**src/rtl/lsa_pkg.sv**
```systemverilog
package lsa_pkg;
  localparam int DATA_W = 32;
  localparam int LANES  = DATA_W / 8;
  localparam int OFF_B  = $clog2(LANES);

  typedef enum logic [1:0] {
    SZ_BYTE = 2'd0,
    SZ_HALF = 2'd1,
    SZ_WORD = 2'd2,
    SZ_WALT = 2'd3
  } size_e;

  typedef struct packed {
    size_e            size;
    logic             zext;
    logic [OFF_B-1:0] off;
  } ld_ctx_t;

  function automatic logic is_word(input size_e s);
    return (s == SZ_WORD) || (s == SZ_WALT);
  endfunction

  function automatic logic misaligned(input size_e s, input logic [OFF_B-1:0] off);
    if (s == SZ_HALF) return off[0];
    if (is_word(s))   return off != '0;
    return 1'b0;
  endfunction

  // Lane i is byte-enable bit i; byte address offset k uses lane LANES-1-k.
  function automatic logic [LANES-1:0] lane_mask(input size_e s, input logic [OFF_B-1:0] off);
    logic [LANES-1:0] m;
    m = '0;
    if (s == SZ_BYTE)      m[LANES-1-off] = 1'b1;
    else if (s == SZ_HALF) m = off[1] ? 4'b0011 : 4'b1100;
    else                   m = '1;
    return m;
  endfunction

  function automatic logic [DATA_W-1:0] replicate(input size_e s, input logic [DATA_W-1:0] d);
    if (s == SZ_BYTE) return {LANES{d[7:0]}};
    if (s == SZ_HALF) return {2{d[15:0]}};
    return d;
  endfunction

  function automatic logic [DATA_W-1:0] extract(input ld_ctx_t c, input logic [DATA_W-1:0] w);
    logic [7:0]  b;
    logic [15:0] h;
    b = w[8*(LANES-1-c.off) +: 8];
    h = c.off[1] ? w[15:0] : w[31:16];
    if (c.size == SZ_BYTE) return {{(DATA_W-8){b[7] & ~c.zext}}, b};
    if (c.size == SZ_HALF) return {{(DATA_W-16){h[15] & ~c.zext}}, h};
    return w;
  endfunction
endpackage

```
**src/rtl/lsa_addr_gen.sv**
```systemverilog
module lsa_addr_gen
  import lsa_pkg::*;
#(
  parameter int ADDR_W = 32,
  parameter int DISP_W = 16
) (
  input  logic              clk,
  input  logic              rst_n,
  input  logic [ADDR_W-1:0] base,
  input  logic [DISP_W-1:0] disp,
  input  size_e             size,
  input  logic              valid,
  output logic [ADDR_W-1:0] word_addr,
  output logic [OFF_B-1:0]  off,
  output logic              bad_align
);
  logic [ADDR_W-1:0] ea;

  always_comb begin
    ea        = base + {{(ADDR_W-DISP_W){disp[DISP_W-1]}}, disp};
    off       = ea[OFF_B-1:0];
    word_addr = {ea[ADDR_W-1:OFF_B], {OFF_B{1'b0}}};
    bad_align = valid && misaligned(size, off);
  end

  a_r1_word_addr_clear: assert property (@(posedge clk) disable iff (!rst_n)
    word_addr[OFF_B-1:0] == '0);
  a_r5_byte_never_bad: assert property (@(posedge clk) disable iff (!rst_n)
    (size == SZ_BYTE) |-> !bad_align);
endmodule

```
**src/rtl/lsa_store_lanes.sv**
```systemverilog
module lsa_store_lanes
  import lsa_pkg::*;
(
  input  logic              clk,
  input  logic              rst_n,
  input  logic              wr_en,
  input  size_e             size,
  input  logic [OFF_B-1:0]  off,
  input  logic [DATA_W-1:0] data,
  output logic [LANES-1:0]  be,
  output logic [DATA_W-1:0] wdata
);
  always_comb begin
    be    = wr_en ? lane_mask(size, off) : '0;
    wdata = replicate(size, data);
  end

  a_r3_byte_one_lane: assert property (@(posedge clk) disable iff (!rst_n)
    (wr_en && size == SZ_BYTE) |-> $countones(be) == 1);
  a_r4_half_two_lanes: assert property (@(posedge clk) disable iff (!rst_n)
    (wr_en && size == SZ_HALF) |-> (be == 4'b1100 || be == 4'b0011));
endmodule

```
**src/rtl/lsa_load_extract.sv**
```systemverilog
module lsa_load_extract
  import lsa_pkg::*;
(
  input  logic              clk,
  input  logic              rst_n,
  input  logic              capture,
  input  ld_ctx_t           ctx_in,
  input  logic [DATA_W-1:0] rdata,
  output logic [DATA_W-1:0] result
);
  localparam ld_ctx_t CTX_RST = '{size: SZ_WORD, zext: 1'b0, off: '0};
  ld_ctx_t ctx_q;

  always_ff @(posedge clk or negedge rst_n) begin
    if (!rst_n)       ctx_q <= CTX_RST;
    else if (capture) ctx_q <= ctx_in;
  end

  always_comb result = extract(ctx_q, rdata);

  a_r10_ctx_hold: assert property (@(posedge clk) disable iff (!rst_n)
    !capture |=> $stable(ctx_q));
  a_r9_zext_byte: assert property (@(posedge clk) disable iff (!rst_n)
    (ctx_q.zext && ctx_q.size == SZ_BYTE) |-> result[DATA_W-1:8] == '0);
  a_r9_zext_half: assert property (@(posedge clk) disable iff (!rst_n)
    (ctx_q.zext && ctx_q.size == SZ_HALF) |-> result[DATA_W-1:16] == '0);
endmodule

```
**src/rtl/lane_aligner.sv**
```systemverilog
module lane_aligner
  import lsa_pkg::*;
#(
  parameter int ADDR_W = 32,
  parameter int DISP_W = 16
) (
  input  logic              clk,
  input  logic              rst_n,
  input  logic              req_valid,
  input  logic              req_store,
  input  logic [1:0]        req_size,
  input  logic              req_unsigned,
  input  logic [ADDR_W-1:0] req_base,
  input  logic [DISP_W-1:0] req_disp,
  input  logic [DATA_W-1:0] req_wdata,
  output logic [ADDR_W-1:0] mem_addr,
  output logic [LANES-1:0]  mem_be,
  output logic [DATA_W-1:0] mem_wdata,
  output logic              addr_err,
  input  logic [DATA_W-1:0] mem_rdata,
  output logic [DATA_W-1:0] load_result
);
  size_e            size;
  logic [OFF_B-1:0] off;
  logic             bad_align;
  logic             store_go;
  logic             load_go;
  ld_ctx_t          ctx_new;

  always_comb begin
    size     = size_e'(req_size);
    store_go = req_valid && req_store && !bad_align;
    load_go  = req_valid && !req_store && !bad_align;
    ctx_new  = '{size: size, zext: req_unsigned, off: off};
    addr_err = bad_align;
  end

  lsa_addr_gen #(.ADDR_W(ADDR_W), .DISP_W(DISP_W)) u_addr (
    .clk(clk), .rst_n(rst_n), .base(req_base), .disp(req_disp), .size(size),
    .valid(req_valid), .word_addr(mem_addr), .off(off), .bad_align(bad_align)
  );

  lsa_store_lanes u_store (
    .clk(clk), .rst_n(rst_n), .wr_en(store_go), .size(size), .off(off),
    .data(req_wdata), .be(mem_be), .wdata(mem_wdata)
  );

  lsa_load_extract u_load (
    .clk(clk), .rst_n(rst_n), .capture(load_go), .ctx_in(ctx_new),
    .rdata(mem_rdata), .result(load_result)
  );

  a_r5_err_blocks_be: assert property (@(posedge clk) disable iff (!rst_n)
    addr_err |-> mem_be == '0);
  a_r6_load_no_be: assert property (@(posedge clk) disable iff (!rst_n)
    !(req_valid && req_store) |-> mem_be == '0);
  a_r6_idle_no_err: assert property (@(posedge clk) disable iff (!rst_n)
    !req_valid |-> !addr_err);
endmodule

```
**config.mk**
```make
export PLATFORM = sky130hd
export DESIGN_NAME = lane_aligner
export DESIGN_NICKNAME = d
export VERILOG_FILES = /design/src/rtl/lsa_pkg.sv /design/src/rtl/lsa_addr_gen.sv /design/src/rtl/lsa_store_lanes.sv /design/src/rtl/lsa_load_extract.sv /design/src/rtl/lane_aligner.sv
export SDC_FILE = /design/constraint.sdc
export NUM_CORES = 1
export LEC_CHECK = 0
export ABC_CLOCK_PERIOD_IN_PS = 3470
export CORE_UTILIZATION = 30
export CTS_CLUSTER_SIZE = 16
export DETAILED_ROUTE_END_ITERATION = 7
export PLACE_DENSITY = 0.8
export SLEW_MARGIN = 20
export SYNTH_ARGS = -nofsm -noshare
export SYNTH_HDL_FRONTEND = slang
export SYNTH_HIERARCHICAL = 1
export SYNTH_SLANG_ARGS = --single-unit
```
**constraint.sdc**
```tcl
create_clock -name clk -period 3.47 [get_ports clk]
set_clock_uncertainty 0.05 [all_clocks]
set_input_delay 0.694 -clock clk [delete_from_list [all_inputs] [get_ports clk]]
set_output_delay 0.694 -clock clk [all_outputs]
set_load 0.005 [all_outputs]
```
==> flow_metrics.py <==
metrics = {
    "run_status": {
        "status": "complete, but fails checks",
        "violations": "setup timing",
    },
    "synthesis": {
        "synth-warning-count": 6,
        "synth_flop_cell": "dfrtp_1",
        "synth.avg_cell_area_sq_um": 7.68,
        "synth_compound_area_frac": 0.314,
        "synth-simple-area-share": 0.205,
        "synthAdderAreaFrac": 0.125,
        "synth_xor_area_frac": 0.0750,
        "synth_cell_types": 71,
        "ys_ff_latch": 5,
        "synth_edf_count": 0,
        "synth_area_sq_mm": 0.00327,
        "synth_top_family_by_area": "compound AO/OA/AOI/OAI gates",
        "muxShareOfSynthArea": 0.160,
        "yosysSeqAreaShare": 0.0386,
        "synthArstFlopShare": 1.00,
        "synth_cells": 426,
    },
    "cells_and_area": {
        "n_antenna_cell": 0,
        "top_register": "u_load/ctx_q",
        "largest_register_ffs": 5,
        "n_fill_cell": 754,
        "drive_gt1_frac": 0.414,
        "synthToLayoutAreaGrowth_pct": 118,
        "multi_input_area_sq_mm": 0.00365,
        "reg.largest.list": "u_load/ctx_q x5",
        "post-route-util": 0.681,
        "nets": 898,
        "seqCellArea_sq_um": 126,
    },
    "clock_tree": {
        "cts_buffers": 3,
        "clkSlewWorstSetupHoldPaths_ns": 0.03,
        "cts.sinks": 5,
        "cts_tree": "done",
        "clock_latency_ns": 0.22,
        "h-tree-depth": 1,
        "cts_root_buf": "clkbuf_8",
        "clockBufferDepth": 2,
    },
    "sta": {
        "relSlewSlack": 0.540,
        "period_needed_ns": 3.70,
        "slew_viol_final": 0,
        "tightestPinTransition_ns": 0.690,
        "finalHoldViolCount": 0,
        "clock.fmax_mhz": 270,
        "fin_crit_sh": 1.07,
        "setup_ws_ns": -0.228,
        "whs_ns": 0.619,
        "grt_setup_unrepaired": "yes",
        "finalSetupViolCount": 10,
    },
    "floorplan": {
        "initial_core_util": 0.313,
        "die_area_sq_mm": 0.0113,
        "die_h_um": 106,
        "die_w_um": 106,
        "rows": 37,
        "io_pins": 220,
        "coreArea_sq_mm": 0.0105,
    },
    "setup_path": {
        "cpPeakStageDelay_ns": 0.53,
        "worstSetupPathType": "in -> out",
        "crit_top_cell": "a21oi_2",
        "slowest_stage": "clkdlybuf4s50_1",
        "path_cells": "clkdlybuf4s50_1 -> ha_4 -> a21oi_2 -> o21bai_1 -> a21oi_2 -> nor2_1 -> a2111oi_4 -> o21ai_1 -> or3_1 -> buf_2",
        "cp.required_ns": 2.73,
        "critPathLaunchType": "input port",
        "cp_max_fo": 2,
        "cp.arrival_ns": 2.95,
        "worstSetupEndpointType": "primary output",
    },
    "detailed_routing": {
        "wirelength_mm": 16.7,
        "wl_per_cell_um": 18.9,
        "num_vias": 4913,
        "drtPass1Iterations": 7,
        "drt-initial-drc-count": 339,
        "final_antenna_net_count": 0,
        "drc": 0,
        "viasPerCell": 5.57,
    },
    "pwr": {
        "vdd_drop_max_v": 0.000182,
        "power.density_mw_per_mm2": 276,
        "p_leak_uw": 0.00311,
    },
    "grt": {
        "antenna_found_initial": 0,
        "overflow": 0,
        "grt_first_pass_wirelength_mm": 24.2,
        "grt_usage": 0.264,
        "grt_pass1_vias": 4978,
        "grt_max_degree": 27,
    },
    "placed_design": {
        "gp_congestion": 0.919,
        "dp_hpwl_mm": 11.5,
        "port_buffers": 217,
        "pre_cts_ws_ns": -1.07,
    },
    "min_path": {
        "hp-class": "reg -> reg",
    },
    "job": {
        "maxCapViolations": 0,
    },
}
==> cells in the final DEF (no fill, tap or decap), drive strengths merged, types with 4 or more instances in the layout <==
master / count
clkdlybuf4s50: 154
nand3: 10
inv: 7
o21bai: 7
dlygate4sd2: 11
mux2: 22
clkdlybuf4s15: 7
nand2: 59
xor2: 15
nor2: 22
a21o: 20
mux4: 7
nor3: 4
and3: 4
nand2b: 4
a211o: 18
buf: 162
mux2i: 11
or2: 4
xnor2: 13
nor3b: 4
ha: 31
clkbuf: 17
a31oi: 12
a21oi: 33
o21ai: 24
a32oi: 7
dfrtp: 4
nand4: 6
==> worst max-delay path: cells and delay by family <==
kind | cells | cell delay [ns]
compound gates | 5 | 0.89
buf+inv | 2 | 0.66
simple gates | 2 | 0.48
fa+ha+maj | 1 | 0.23
==> per-layer routing <==
metal / vias to the layer above / wire length [um] / global-route usage / part of all wire
met5: - / 0 / 0 / 0
li1: 2257 / - / - / -
met4: 0 / 670 / 0.0988 / 0.040
met3: 59 / 1080 / 0.0368 / 0.065
met2: 250 / 8730 / 0.524 / 0.52
met1: 2347 / 6200 / 0.277 / 0.37
==> power by group <==
| part | switching (uW) | total, uW | leakage [uW] | internal [uW] |
|---|---|---|---|---|
| clock network | 27.0 | 106 | 0.0000228 | 78.7 |
| logic | 708 | 1720 | 0.00303 | 1020 |
| registers | 66.9 | 141 | 0.0000581 | 74.0 |
==> per-stage QoR <==
| stage | power [uW] | cell area, sq um | setup TNS, ns | instances |
|---|---|---|---|---|
| 2_1_floorplan | 790 | 3270 | 0 | 427 |
| 3_3_place_gp | 1600 | 6110 | -20.33 | 843 |
| 3_5_place_dp | 1630 | 6110 | -20.79 | 843 |
| 4_1_cts | 1870 | 6930 | -0.598 | 875 |
| 5_1_grt | 2080 | 7130 | -1.33 | 882 |
| 6_report | 1970 | 7130 | -0.696 | 882 |
==> synth_stat cells (all sizes together), types with 4 or more instances <==
master | n | area share
mux4 | 7 | 0.048
xnor2 | 13 | 0.035
a21oi | 33 | 0.050
o21bai | 7 | 0.020
nor3b | 4 | 0.012
a31oi | 12 | 0.028
inv | 7 | 0.0080
nand3 | 10 | 0.015
a32oi | 7 | 0.019
ha | 31 | 0.12
dfrtp | 4 | 0.031
and3 | 4 | 0.0076
or2 | 4 | 0.0077
nand2b | 4 | 0.0076
a21o | 20 | 0.046
o21ai | 24 | 0.038
xor2 | 15 | 0.040
nor3 | 4 | 0.0061
nor2 | 22 | 0.030
nand4 | 6 | 0.011
nand2 | 59 | 0.068
a211o | 18 | 0.049
clkbuf | 12 | 0.014
buf | 23 | 0.060
mux2 | 22 | 0.078
mux2i | 11 | 0.034
==> cell type report <==
| cell class | instances | share of cell area |
|---|---|---|
| clock buffers | 4 | 0.00632 |
| inverters | 7 | 0.00369 |
| well taps | 136 | 0.0239 |
| repair buffers | 350 | 0.436 |
| multi-input cells | 380 | 0.513 |
| flip-flops and latches | 5 | 0.0177 |
==> cell families (layout without fill, tap and decap cells) <==
group | after synthesis | in the layout
buffers and inverters | 42 | 361
AND/OR/NAND/NOR | 133 | 133
adder cells (fa/ha/maj) | 32 | 32
AO/OA/AOI/OAI | 145 | 145
multiplexers | 40 | 40
XOR/XNOR | 28 | 28
other | 1 | 2
flip-flops | 5 | 5
==> worst paths after layout <==
check                                 from              end  slack [ns]  cells after the start
setup reg to reg           u_load/ctx_q[4]  u_load/ctx_q[4]        2.25                      1
setup / recovery              req_base[24]     mem_addr[31]       -0.23                     10
min in group asynchronous            rst_n  u_load/ctx_q[2]        0.65                      1
max in group asynchronous            rst_n  u_load/ctx_q[4]        2.47                      1
hold / removal             u_load/ctx_q[2]  u_load/ctx_q[2]        0.62                      2
hold reg to reg            u_load/ctx_q[2]  u_load/ctx_q[2]        0.62                      2
==> timing repair <==
| item | in CTS | in global routing |
|---|---|---|
| hold buffers | 0 | 0 |
| pin swaps | 64 | 41 |
| gates resized for setup | 277 | 71 |
| endpoints found under the setup margin | 33 | 33 |
| buffers inserted | 29 | 9 |
No activity file was read; power rests on OpenSTA's default activity.
